### src/rtl/spiDataPkg.sv
package spiDataPkg;
  typedef enum logic [1:0] {
    ERR_NONE    = 2'd0,
    ERR_TIMEOUT = 2'd1,
    ERR_IO      = 2'd2
  } errCode_t;

  // Strobes from control to the byte shifter
  typedef struct packed {
    logic       go;
    logic       fast;
    logic [7:0] txByte;
  } shiftCmd_t;

  localparam logic [7:0] IDLE_BYTE   = 8'hFF;
  localparam logic [7:0] START_TOKEN = 8'hFE;
  localparam logic [7:0] PAD_BYTE    = 8'h00;
  localparam int         REG_BYTES   = 16;
endpackage

### src/rtl/spiByteShifter.sv
module spiByteShifter
  import spiDataPkg::*;
#(
  parameter int FAST_DIV = 48,
  parameter int SLOW_DIV = 144,
  localparam int MAX_DIV = (FAST_DIV > SLOW_DIV) ? FAST_DIV : SLOW_DIV,
  localparam int DIV_W   = $clog2(MAX_DIV + 2)
) (
  input  logic       clk,
  input  logic       rst_n,
  input  shiftCmd_t  cmd,
  input  logic       miso,
  output logic       sck,
  output logic       mosi,
  output logic       busy,
  output logic       byteDone,
  output logic [7:0] rxByte
);
  logic [DIV_W-1:0] divCnt;
  logic [DIV_W-1:0] halfLim;
  logic [2:0]       bitCnt;
  logic [7:0]       txSh;
  logic [7:0]       rxSh;
  logic             fastSel;
  logic             sckR;

  assign halfLim = fastSel ? DIV_W'(FAST_DIV) : DIV_W'(SLOW_DIV);

  always_ff @(posedge clk or negedge rst_n) begin
    if (!rst_n) begin
      divCnt   <= '0;
      bitCnt   <= '0;
      txSh     <= IDLE_BYTE;
      rxSh     <= '0;
      fastSel  <= 1'b0;
      sckR     <= 1'b0;
      busy     <= 1'b0;
      byteDone <= 1'b0;
    end else begin
      byteDone <= 1'b0;
      if (!busy) begin
        if (cmd.go) begin
          busy    <= 1'b1;
          txSh    <= cmd.txByte;
          fastSel <= cmd.fast;
          divCnt  <= '0;
          bitCnt  <= '0;
          sckR    <= 1'b0;
        end
      end else if (divCnt == halfLim) begin
        divCnt <= '0;
        if (!sckR) begin
          sckR <= 1'b1;
          rxSh <= {rxSh[6:0], miso};
        end else begin
          sckR <= 1'b0;
          if (bitCnt == 3'd7) begin
            busy     <= 1'b0;
            byteDone <= 1'b1;
          end else begin
            bitCnt <= bitCnt + 3'd1;
            txSh   <= {txSh[6:0], 1'b1};
          end
        end
      end else begin
        divCnt <= divCnt + 1'b1;
      end
    end
  end

  assign sck    = sckR;
  assign mosi   = busy ? txSh[7] : 1'b1;
  assign rxByte = rxSh;
endmodule

### src/rtl/spiDataCtrl.sv
module spiDataCtrl
  import spiDataPkg::*;
#(
  parameter int MAX_LEN = 512,
  parameter int RETRY   = 1000,
  localparam int LEN_W  = $clog2(MAX_LEN + 1),
  localparam int TRY_W  = $clog2(RETRY + 1)
) (
  input  logic             clk,
  input  logic             rst_n,
  input  logic             start,
  input  logic             isWrite,
  input  logic             regMode,
  input  logic [LEN_W-1:0] byteLen,
  input  logic             byteDone,
  input  logic [7:0]       rxByte,
  output shiftCmd_t        cmd,
  output logic [7:0]       rdData,
  output logic             rdValid,
  input  logic             rdReady,
  input  logic [7:0]       wrData,
  input  logic             wrValid,
  output logic             wrReady,
  output logic             done,
  output logic [1:0]       err
);
  typedef enum logic [3:0] {
    S_IDLE, S_RD_POLL, S_RD_DATA, S_RD_HOLD, S_RD_TRAIL, S_RD_EMIT,
    S_WR_PRE, S_WR_TOK, S_WR_DATA, S_WR_TRAIL, S_WR_BUSY
  } state_t;

  state_t           state;
  logic             inFlight;
  logic             regM;
  logic [LEN_W-1:0] len;
  logic [LEN_W-1:0] cnt;
  logic [TRY_W-1:0] tries;
  logic [1:0]       trail;
  logic [7:0]       holdByte;
  logic [7:0]       regBuf [REG_BYTES];
  logic             needGo;
  logic             lastByte;

  assign lastByte = (cnt == len - 1'b1);

  always_comb begin
    unique case (state)
      S_RD_POLL, S_RD_DATA, S_RD_TRAIL,
      S_WR_PRE, S_WR_TOK, S_WR_TRAIL, S_WR_BUSY: needGo = 1'b1;
      S_WR_DATA: needGo = wrValid;
      default:   needGo = 1'b0;
    endcase
    cmd.go   = needGo && !inFlight;
    cmd.fast = (state == S_RD_DATA) || (state == S_WR_DATA);
    unique case (state)
      S_WR_TOK:   cmd.txByte = START_TOKEN;
      S_WR_DATA:  cmd.txByte = wrData;
      S_WR_TRAIL: cmd.txByte = PAD_BYTE;
      default:    cmd.txByte = IDLE_BYTE;
    endcase
  end

  assign wrReady = (state == S_WR_DATA) && !inFlight;
  assign rdValid = (state == S_RD_HOLD) || (state == S_RD_EMIT);
  assign rdData  = (state == S_RD_EMIT) ? regBuf[{~cnt[3:2], cnt[1:0]}] : holdByte;

  always_ff @(posedge clk or negedge rst_n) begin
    if (!rst_n) begin
      state    <= S_IDLE;
      inFlight <= 1'b0;
      regM     <= 1'b0;
      len      <= '0;
      cnt      <= '0;
      tries    <= '0;
      trail    <= '0;
      holdByte <= '0;
      done     <= 1'b0;
      err      <= ERR_NONE;
      for (int i = 0; i < REG_BYTES; i++) regBuf[i] <= '0;
    end else begin
      done <= 1'b0;
      if (byteDone)    inFlight <= 1'b0;
      else if (cmd.go) inFlight <= 1'b1;

      unique case (state)
        S_IDLE: if (start) begin
          regM  <= regMode && !isWrite;
          len   <= (regMode && !isWrite) ? LEN_W'(REG_BYTES) : byteLen;
          cnt   <= '0;
          tries <= '0;
          trail <= '0;
          state <= isWrite ? S_WR_PRE : S_RD_POLL;
        end
        S_RD_POLL: if (byteDone) begin
          if (rxByte == IDLE_BYTE) begin
            if (tries == TRY_W'(RETRY - 1)) begin
              state <= S_IDLE; done <= 1'b1; err <= ERR_TIMEOUT;
            end else tries <= tries + 1'b1;
          end else if (rxByte == START_TOKEN) begin
            state <= S_RD_DATA;
          end else begin
            state <= S_IDLE; done <= 1'b1; err <= ERR_IO;
          end
        end
        S_RD_DATA: if (byteDone) begin
          if (regM) begin
            regBuf[cnt[3:0]] <= rxByte;
            cnt <= cnt + 1'b1;
            if (lastByte) state <= S_RD_TRAIL;
          end else begin
            holdByte <= rxByte;
            state    <= S_RD_HOLD;
          end
        end
        S_RD_HOLD: if (rdReady) begin
          cnt   <= cnt + 1'b1;
          state <= lastByte ? S_RD_TRAIL : S_RD_DATA;
        end
        S_RD_TRAIL: if (byteDone) begin
          if (trail == 2'd2) begin
            if (regM) begin
              cnt <= '0; state <= S_RD_EMIT;
            end else begin
              state <= S_IDLE; done <= 1'b1; err <= ERR_NONE;
            end
          end else trail <= trail + 2'd1;
        end
        S_RD_EMIT: if (rdReady) begin
          cnt <= cnt + 1'b1;
          if (cnt == LEN_W'(REG_BYTES - 1)) begin
            state <= S_IDLE; done <= 1'b1; err <= ERR_NONE;
          end
        end
        S_WR_PRE: if (byteDone) state <= S_WR_TOK;
        S_WR_TOK: if (byteDone) state <= S_WR_DATA;
        S_WR_DATA: if (byteDone) begin
          cnt <= cnt + 1'b1;
          if (lastByte) state <= S_WR_TRAIL;
        end
        S_WR_TRAIL: if (byteDone) begin
          if (trail == 2'd2) state <= S_WR_BUSY;
          else trail <= trail + 2'd1;
        end
        S_WR_BUSY: if (byteDone) begin
          if (rxByte == IDLE_BYTE) begin
            state <= S_IDLE; done <= 1'b1; err <= ERR_NONE;
          end else if (tries == TRY_W'(RETRY - 1)) begin
            state <= S_IDLE; done <= 1'b1; err <= ERR_TIMEOUT;
          end else tries <= tries + 1'b1;
        end
        default: state <= S_IDLE;
      endcase
    end
  end


  hold_rd_data_chk: assert property (@(posedge clk) disable iff (!rst_n)
    rdValid && !rdReady |=> rdValid && $stable(rdData));

  done_pulse_chk: assert property (@(posedge clk) disable iff (!rst_n)
    done |=> !done);

  err_code_chk: assert property (@(posedge clk) disable iff (!rst_n)
    done |-> err != 2'd3);

  start_ignored_chk: assert property (@(posedge clk) disable iff (!rst_n)
    start && (state != S_IDLE) |=> (state != S_IDLE) || done);
endmodule

### src/rtl/spiCardDataEngine.sv
module spiCardDataEngine
  import spiDataPkg::*;
#(
  parameter int FAST_DIV = 48,
  parameter int SLOW_DIV = 144,
  parameter int RETRY    = 1000,
  parameter int MAX_LEN  = 512,
  localparam int LEN_W   = $clog2(MAX_LEN + 1)
) (
  input  logic             clk,
  input  logic             rst_n,
  input  logic             start,
  input  logic             isWrite,
  input  logic             regMode,
  input  logic [LEN_W-1:0] byteLen,
  output logic [7:0]       rdData,
  output logic             rdValid,
  input  logic             rdReady,
  input  logic [7:0]       wrData,
  input  logic             wrValid,
  output logic             wrReady,
  output logic             done,
  output logic [1:0]       err,
  output logic             sck,
  output logic             mosi,
  input  logic             miso
);
  shiftCmd_t  cmd;
  logic       shBusy;
  logic       byteDone;
  logic [7:0] rxByte;

  spiDataCtrl #(.MAX_LEN(MAX_LEN), .RETRY(RETRY)) ctrl_i (
    .clk(clk), .rst_n(rst_n), .start(start), .isWrite(isWrite),
    .regMode(regMode), .byteLen(byteLen), .byteDone(byteDone),
    .rxByte(rxByte), .cmd(cmd), .rdData(rdData), .rdValid(rdValid),
    .rdReady(rdReady), .wrData(wrData), .wrValid(wrValid),
    .wrReady(wrReady), .done(done), .err(err)
  );

  spiByteShifter #(.FAST_DIV(FAST_DIV), .SLOW_DIV(SLOW_DIV)) shift_i (
    .clk(clk), .rst_n(rst_n), .cmd(cmd), .miso(miso), .sck(sck),
    .mosi(mosi), .busy(shBusy), .byteDone(byteDone), .rxByte(rxByte)
  );


  stall_sck_chk: assert property (@(posedge clk) disable iff (!rst_n)
    rdValid |-> !sck);

  idle_mosi_chk: assert property (@(posedge clk) disable iff (!rst_n)
    !shBusy |-> mosi && !sck);
endmodule

### config.mk
export PLATFORM = sky130hd
export DESIGN_NAME = spiCardDataEngine
export DESIGN_NICKNAME = d
export VERILOG_FILES = /design/src/rtl/spiDataPkg.sv /design/src/rtl/spiByteShifter.sv /design/src/rtl/spiDataCtrl.sv /design/src/rtl/spiCardDataEngine.sv
export SDC_FILE = /design/constraint.sdc
export NUM_CORES = 1
export LEC_CHECK = 0
export ABC_AREA = 0
export BUFFER_PORTS_ARGS = -buffer_cell sky130_fd_sc_hd__buf_2
export CAP_MARGIN = 30
export CORE_AREA = 2 2 131 133
export DETAILED_ROUTE_END_ITERATION = 7
export DIE_AREA = 0 0 133 135
export PLACE_DENSITY = 0.8
export SLEW_MARGIN = 40
export SYNTH_ARGS = -nofsm -noshare
export SYNTH_HDL_FRONTEND = slang
export SYNTH_SLANG_ARGS = --single-unit
### constraint.sdc
create_clock -name clk -period 6.3 [get_ports clk]
set_input_delay 1.26 -clock clk [delete_from_list [all_inputs] [get_ports clk]]
set_output_delay 1.26 -clock clk [all_outputs]
set_load 0.005 [all_outputs]
==> results of run 1 <==
-- cell usage after synthesis, drive strengths merged, types with 5 or more instances --
| cell | instances |
|---|---|
| nand4 | 5 |
| o21ai | 45 |
| nand2 | 87 |
| mux2i | 8 |
| nor2 | 58 |
| nor2b | 17 |
| clkbuf | 35 |
| nand3 | 33 |
| dfrtp | 200 |
| and3 | 7 |
| xor2 | 10 |
| a21oi | 11 |
| ha | 11 |
| or2 | 5 |
| nand2b | 22 |
| nor3 | 23 |
| o31ai | 10 |
| dfstp | 8 |
| buf | 20 |
| xnor2 | 12 |
| mux2 | 153 |
| inv | 25 |
| mux4 | 40 |
-- report_power, final --
group | total [uW] | internal (uW) | switching, uW
combinational | 119 | 50.5 | 68.4
clock | 1360 | 827 | 537
sequential | 1410 | 1370 | 38.1
total | 2890 | 2250 | 643
-- registers in the layout, indices dropped and copies added (netlist names), 2 cells and up --
signal           cells
ctrl_i.state         4
ctrl_i.trail         2
shift_i.divCnt       8
shift_i.rxByte       8
ctrl_i.err           2
shift_i.txSh         8
shift_i.bitCnt       3
ctrl_i.regBuf      128
ctrl_i.holdByte      8
ctrl_i.len          10
ctrl_i.cnt          10
ctrl_i.tries        10
-- per-stage QoR --
stage                     hold WS, ps  std cells  power [uW]  cell area, um2
after floorplan                   447        920        1490           10900
after global placement            467       1133        1550           11100
after detailed placement          471       1133        1560           11200
after CTS                         484       1173        2910           12000
after global routing              502       1173        2990           12000
final                             483       1173        2890           12000
-- how the worst min path moves through the flow --
stage	endpoint	cells after the start
after floorplan	ctrl_i.trail[0]	1
after global placement	ctrl_i.regBuf[109]	1
after detailed placement	ctrl_i.regBuf[109]	1
after CTS	ctrl_i.regBuf[109]	1
after global routing	ctrl_i.regBuf[108]	1
final	ctrl_i.regBuf[108]	1
-- per-layer routing --
layer | track usage | wire [um] | share of wire
met4 | 0.103 | 918 | 0.037
met1 | 0.394 | 10500 | 0.43
met5 | 0 | 0 | 0
met2 | 0.458 | 11600 | 0.47
met3 | 0.0462 | 1450 | 0.059
-- cells by family after synthesis --
logic type	share of synthesized area
multiplexers	0.250
XOR/XNOR	0.0177
AO/OA/AOI/OAI	0.0702
buffers and inverters	0.0325
flip-flops	0.480
adder cells (fa/ha/maj)	0.0127
AND/OR/NAND/NOR	0.137
-- layout make-up --
cell class | instances | area share
clock buffers | 29 | 0.0524
clock inverters | 11 | 0.0123
inverters | 25 | 0.00784
multi-input cells | 632 | 0.445
flip-flops and latches | 208 | 0.436
well taps | 220 | 0.0230
repair buffers | 48 | 0.0234
-- worst register-to-register path, stage by stage, from the launching register on --
cell and delay [ps]:
dfrtp_2 770, buf_4 480, ha_1 310, nand3_1 140, nor4_1 490, nand2b_1 200, nand3_1 180, o31ai_4 370
mux2_4 330
==> out/results.ini, run 1 <==
[drt]
wl_per_cell_um = 20.9
vias = 7488
antenna_left = 0
avgViaCountPerCell = 6.38
wirelength_um = 24500
drt_iter0_drc = 666
first_pass_iters = 6
drc = 0

[clock_tree]
htreeDepth = 1
clock_latency_ps = 510
cts_hold_buf = 0
tritoncts = done
cts_inserted_buffers = 22
clock-sinks = 208
cts-root-buf = clkbuf_16
path_clk_slew_ps = 60
postCtsSetupRepairBufs = 0
cts_resized = 0
cts_buffer_depth = 3

[synth]
ys.flop_type = dfrtp_1
syn_area_mm2 = 0.0109
synth_cell_types = 78
ys_warn_count = 0
ys_ff_latch = 208
ys_top_cells_by_area = dfrtp_1 46%, mux2_2 14%, mux4_2 8.3%
seq_area_frac_synth = 0.480
postSynthCellCount = 920
synth_top_area_frac = 0.461
synth_nets = 957
synth-edff-count = 0
avgSynthCellArea_um2 = 11.8
post-synth-top-area-cell = dfrtp_1
async_flop_share = 1.00

[layout]
post-route-util = 0.730
final_cell_mix = 197 x dfrtp_1, 136 x mux2_2, 87 x nand2_1, 43 x nor2_1, 40 x mux4_2
synthToLayoutAreaGrowth_pct = 10.3
multiInputGateArea_mm2 = 0.00533
mostFrequentLayoutCell = dfrtp_1
drive_gt1_frac = 0.331
num-nets-final = 974
n_antenna_cell = 0
seq_area_mm2 = 0.00522
nFillCells = 1082

[timing]
setup_viol = 0
period_share = 0.696
min_period_ps = 4390
rsz0062_at_grt = no
skew_ps = 14.6
setup-tns-final_ps = 0
tightest_slew_ps = 857
fin_ws_ps = 1910
finalHoldViolCount = 0
relSlewSlack = 0.426
fmax_mhz = 228
slew_violations = 0

[critical_path]
crit_path_start_kind = register
crit_arrival_ps = 3130
critPathSlowestCell = dfrtp_2
critical_path_buf_inv_count = 2
r2r_start = ctrl_i.cnt[0]
crit_required_ps = 5040
crit_start = ctrl_i.cnt[0]
slowest_delay_ps = 770
rrSetupSlack_ps = 2900
reg2regPathDepth = 8
cp-endpoint = rdData[7]
worst-path-stages = 6
endpoint_kind = output port
setup.worst_path.class = register to output port
path_cells = buf_4 -> mux4_2 -> mux4_2 -> nand2_1 -> nand2_1 -> buf_2
crit_family = multiplexers
r2r-end = ctrl_i.state[1]
critPathMaxFanout = 22

[floorplanning]
rows = 47
chipWidth_um = 133
die_h_um = 135
start_util = 0.662
core_area_mm2 = 0.0164
io-pin-count = 41
die_area_mm2 = 0.0180

[global_routing]
grt_max_degree = 113
grt_pass1_vias = 7393
antenna_found_initial = 0
track_usage = 0.283
overflow = 0
grt_first_pass_wirelength_um = 39800

[power]
ir_drop_uv = 262
total_leakage_power_uw = 0.00550
p_per_area_mw_per_mm2 = 242

[run]
cap_violations = 0

[worst_hold_path]
hp-class = register to register
hold_start = ctrl_i.regBuf[108]

[place]
io_buffers = 40
dp_slack_ps = 2400
dp_hpwl_um = 15400
gp_congestion = 0.875

[outcome]
status = completed

Note: power is estimated with default switching activity, not from simulation.
==> run 2, diff against run 1 <==
--- a/config.mk
+++ b/config.mk
@@ -8,10 +8,10 @@
 export ABC_AREA = 0
 export BUFFER_PORTS_ARGS = -buffer_cell sky130_fd_sc_hd__buf_2
 export CAP_MARGIN = 30
-export CORE_AREA = 2 2 131 133
+export CORE_AREA = 2 2 136 138
 export DETAILED_ROUTE_END_ITERATION = 7
-export DIE_AREA = 0 0 133 135
-export PLACE_DENSITY = 0.8
+export DIE_AREA = 0 0 138 140
+export PLACE_DENSITY = 0.75
 export SLEW_MARGIN = 40
 export SYNTH_ARGS = -nofsm -noshare
 export SYNTH_HDL_FRONTEND = slang
==> constraint.sdc (replaced) <==
create_clock -name clk -period 4.4 [get_ports clk]
set_input_delay 0.88 -clock clk [delete_from_list [all_inputs] [get_ports clk]]
set_output_delay 0.88 -clock clk [all_outputs]
set_load 0.005 [all_outputs]
==> run 2 against run 1 <==
Count of clock-buffer cells in the layout rose by 4. Flip-flop and latch count did not move. Via count fell by 1.5%. Non-clock buffer count rose by 6. Hold slack got worse by 110 ps. Combinational power rose by 48%. Total power rose by 36%.
==> out/results.ini, run 2 (synthesized netlist as in run 1, its figures left out) <==
[critical_path]
r2r_start = ctrl_i.cnt[1]
critical_path_buf_inv_count = 2  ; unchanged
endpoint_kind = output port
crit_family = multiplexers
critPathMaxFanout = 25  ; +14%
critPathSlowestCell = dfrtp_2
slowest_delay_ps = 830  ; +60 ps
crit_arrival_ps = 2940  ; -190 ps
path_cells = buf_4 -> mux4_2 -> mux4_2 -> nand2_1 -> nand2_1 -> buf_2
crit_path_start_kind = register
rrSetupSlack_ps = 1420  ; -1480 ps
crit_required_ps = 3520  ; -1520 ps
setup.worst_path.class = register to output port
crit_start = ctrl_i.cnt[0]

[timing]
slew_violations = 0  ; unchanged
holdWs_ps = 377  ; -107 ps
min_period_ps = 3820
tightest_slew_ps = 797  ; -59.9 ps
skew_ps = 21.1  ; +6.48 ps
relSlewSlack = 0.469  ; +0.0425
finalHoldViolCount = 0  ; unchanged
setup-tns-final_ps = 0  ; unchanged
rsz0062_at_grt = no
fin_ws_ps = 580  ; -1330 ps
fmax_mhz = 262
setup_viol = 0  ; unchanged
period_share = 0.868

[floorplanning]
start_util = 0.611  ; -0.0511
rows = 49  ; +4.3%
die_h_um = 140  ; +3.7%
chipWidth_um = 138  ; +3.8%
io-pin-count = 41  ; unchanged
die_area_mm2 = 0.0193  ; +7.6%
core_area_mm2 = 0.0178  ; +8.4%

[layout]
num-nets-final = 981  ; +0.72%
synthToLayoutAreaGrowth_pct = 9.83
final_cell_mix = 197 x dfrtp_1, 136 x mux2_2, 87 x nand2_1, 45 x nor2_1, 40 x mux4_2
mostFrequentLayoutCell = dfrtp_1
regMostFlops = ctrl_i.regBuf
fin_cells = 1185  ; +1.0%
drive_gt1_frac = 0.326  ; -0.00418
n_antenna_cell = 0  ; unchanged
largest_reg_flops = 128  ; unchanged
final_area_mm2 = 0.0119  ; -0.39%

[place]
io_buffers = 40  ; unchanged
gp_congestion = 0.899  ; +2.8%
dp_hpwl_um = 16000  ; +4.0%
dp_slack_ps = 1070  ; -1330 ps
placed_area_mm2 = 0.0112  ; +0.48%
dp_cells = 1148  ; +1.3%

[clock_tree]
cts_buffer_depth = 3  ; unchanged
cts_resized = 0  ; unchanged
cts-root-buf = clkbuf_16
clock_latency_ps = 520  ; about the same
cts_inserted_buffers = 23  ; +4.5%
htreeDepth = 1  ; unchanged
tritoncts = done
postCtsSetupRepairBufs = 0  ; unchanged
path_clk_slew_ps = 60  ; about the same
clock-sinks = 208  ; unchanged
cts_hold_buf = 0  ; unchanged

[power]
pwr-share-clk = 0.441  ; -0.030
ir_drop_uv = 307  ; +17%
total_leakage_power_uw = 0.00548  ; -0.36%
seqPwrFrac = 0.514  ; +0.027
swShare = 0.226  ; +0.00367
intPower_uw = 3050  ; +35%
switchingPower_uw = 890  ; +38%
p_comb_frac = 0.045  ; +0.004
p_per_area_mw_per_mm2 = 330  ; +37%

[drt]
wl_per_cell_um = 20.4  ; -2.6%
vias = 7376  ; -1.5%
drt_iter0_drc = 526  ; -21%
first_pass_iters = 5  ; -1
wirelength_um = 24100  ; -1.6%
avgViaCountPerCell = 6.22  ; -2.5%
drc = 0  ; unchanged
antenna_left = 0  ; unchanged

[global_routing]
overflow = 0  ; unchanged
antenna_found_initial = 0  ; unchanged
grt_max_degree = 72  ; -36%
grt_pass1_vias = 7541  ; +2.0%
grt_first_pass_wirelength_um = 40100  ; +0.87%
track_usage = 0.258  ; -0.0254

[run]
cap_violations = 0  ; unchanged

[worst_hold_path]
hp-class = input port to async pin

[outcome]
status = completed

[run 2: metal layers]
metal,global-route usage,part of all wire
met4,0.0908,0.027
met3,0.0390,0.050
met5,0,0
met2,0.422,0.48
met1,0.357,0.44
[run 2: area by class of cell]
type,instances,area (um2)
multi-input cells,632,5330
repair buffers,54,327
fillers,1348,5850
inverters,25,93.8
well taps,229,287
clock buffers,33,643
clock inverters,4,26.3
flip-flops and latches,208,5220
[run 2: power by group through the flow]
| stage | sequential (uW) | combinational (uW) | clock [uW] |
|---|---|---|---|
| after detailed placement | 2050 | 176 | 0 |
| after floorplan | 2030 | 105 | 0 |
| after global placement | 2050 | 170 | 0 |
| after global routing | 2030 | 207 | 1860 |
| after CTS | 2020 | 177 | 1770 |
| final | 2020 | 176 | 1740 |
[run 2: worst paths after layout]
path,endpoint,depth (start not counted)
max,rdData[3],6
min,ctrl_i.inFlight,1
max reg2reg,ctrl_i.state[2],7
min reg2reg,ctrl_i.trail[0],1
max in group asynchronous,ctrl_i.regBuf[86],2
min in group clk,ctrl_i.trail[0],1
[run 2: stage by stage]
step | total power (uW) | util
final | 3940 | 0.671
after global placement | 2220 | 0.631
after CTS | 3970 | 0.670
after global routing | 4100 | 0.671
after detailed placement | 2230 | 0.633
after floorplan | 2140 | -
[run 2: worst register-to-register path: stages (launching register included)]
cell,delay (ps)
dfrtp_1,860
ha_1,360
nand3_1,130
nor4_1,450
nand2b_1,220
nand3_1,170
o31ai_4,370
mux2_4,330
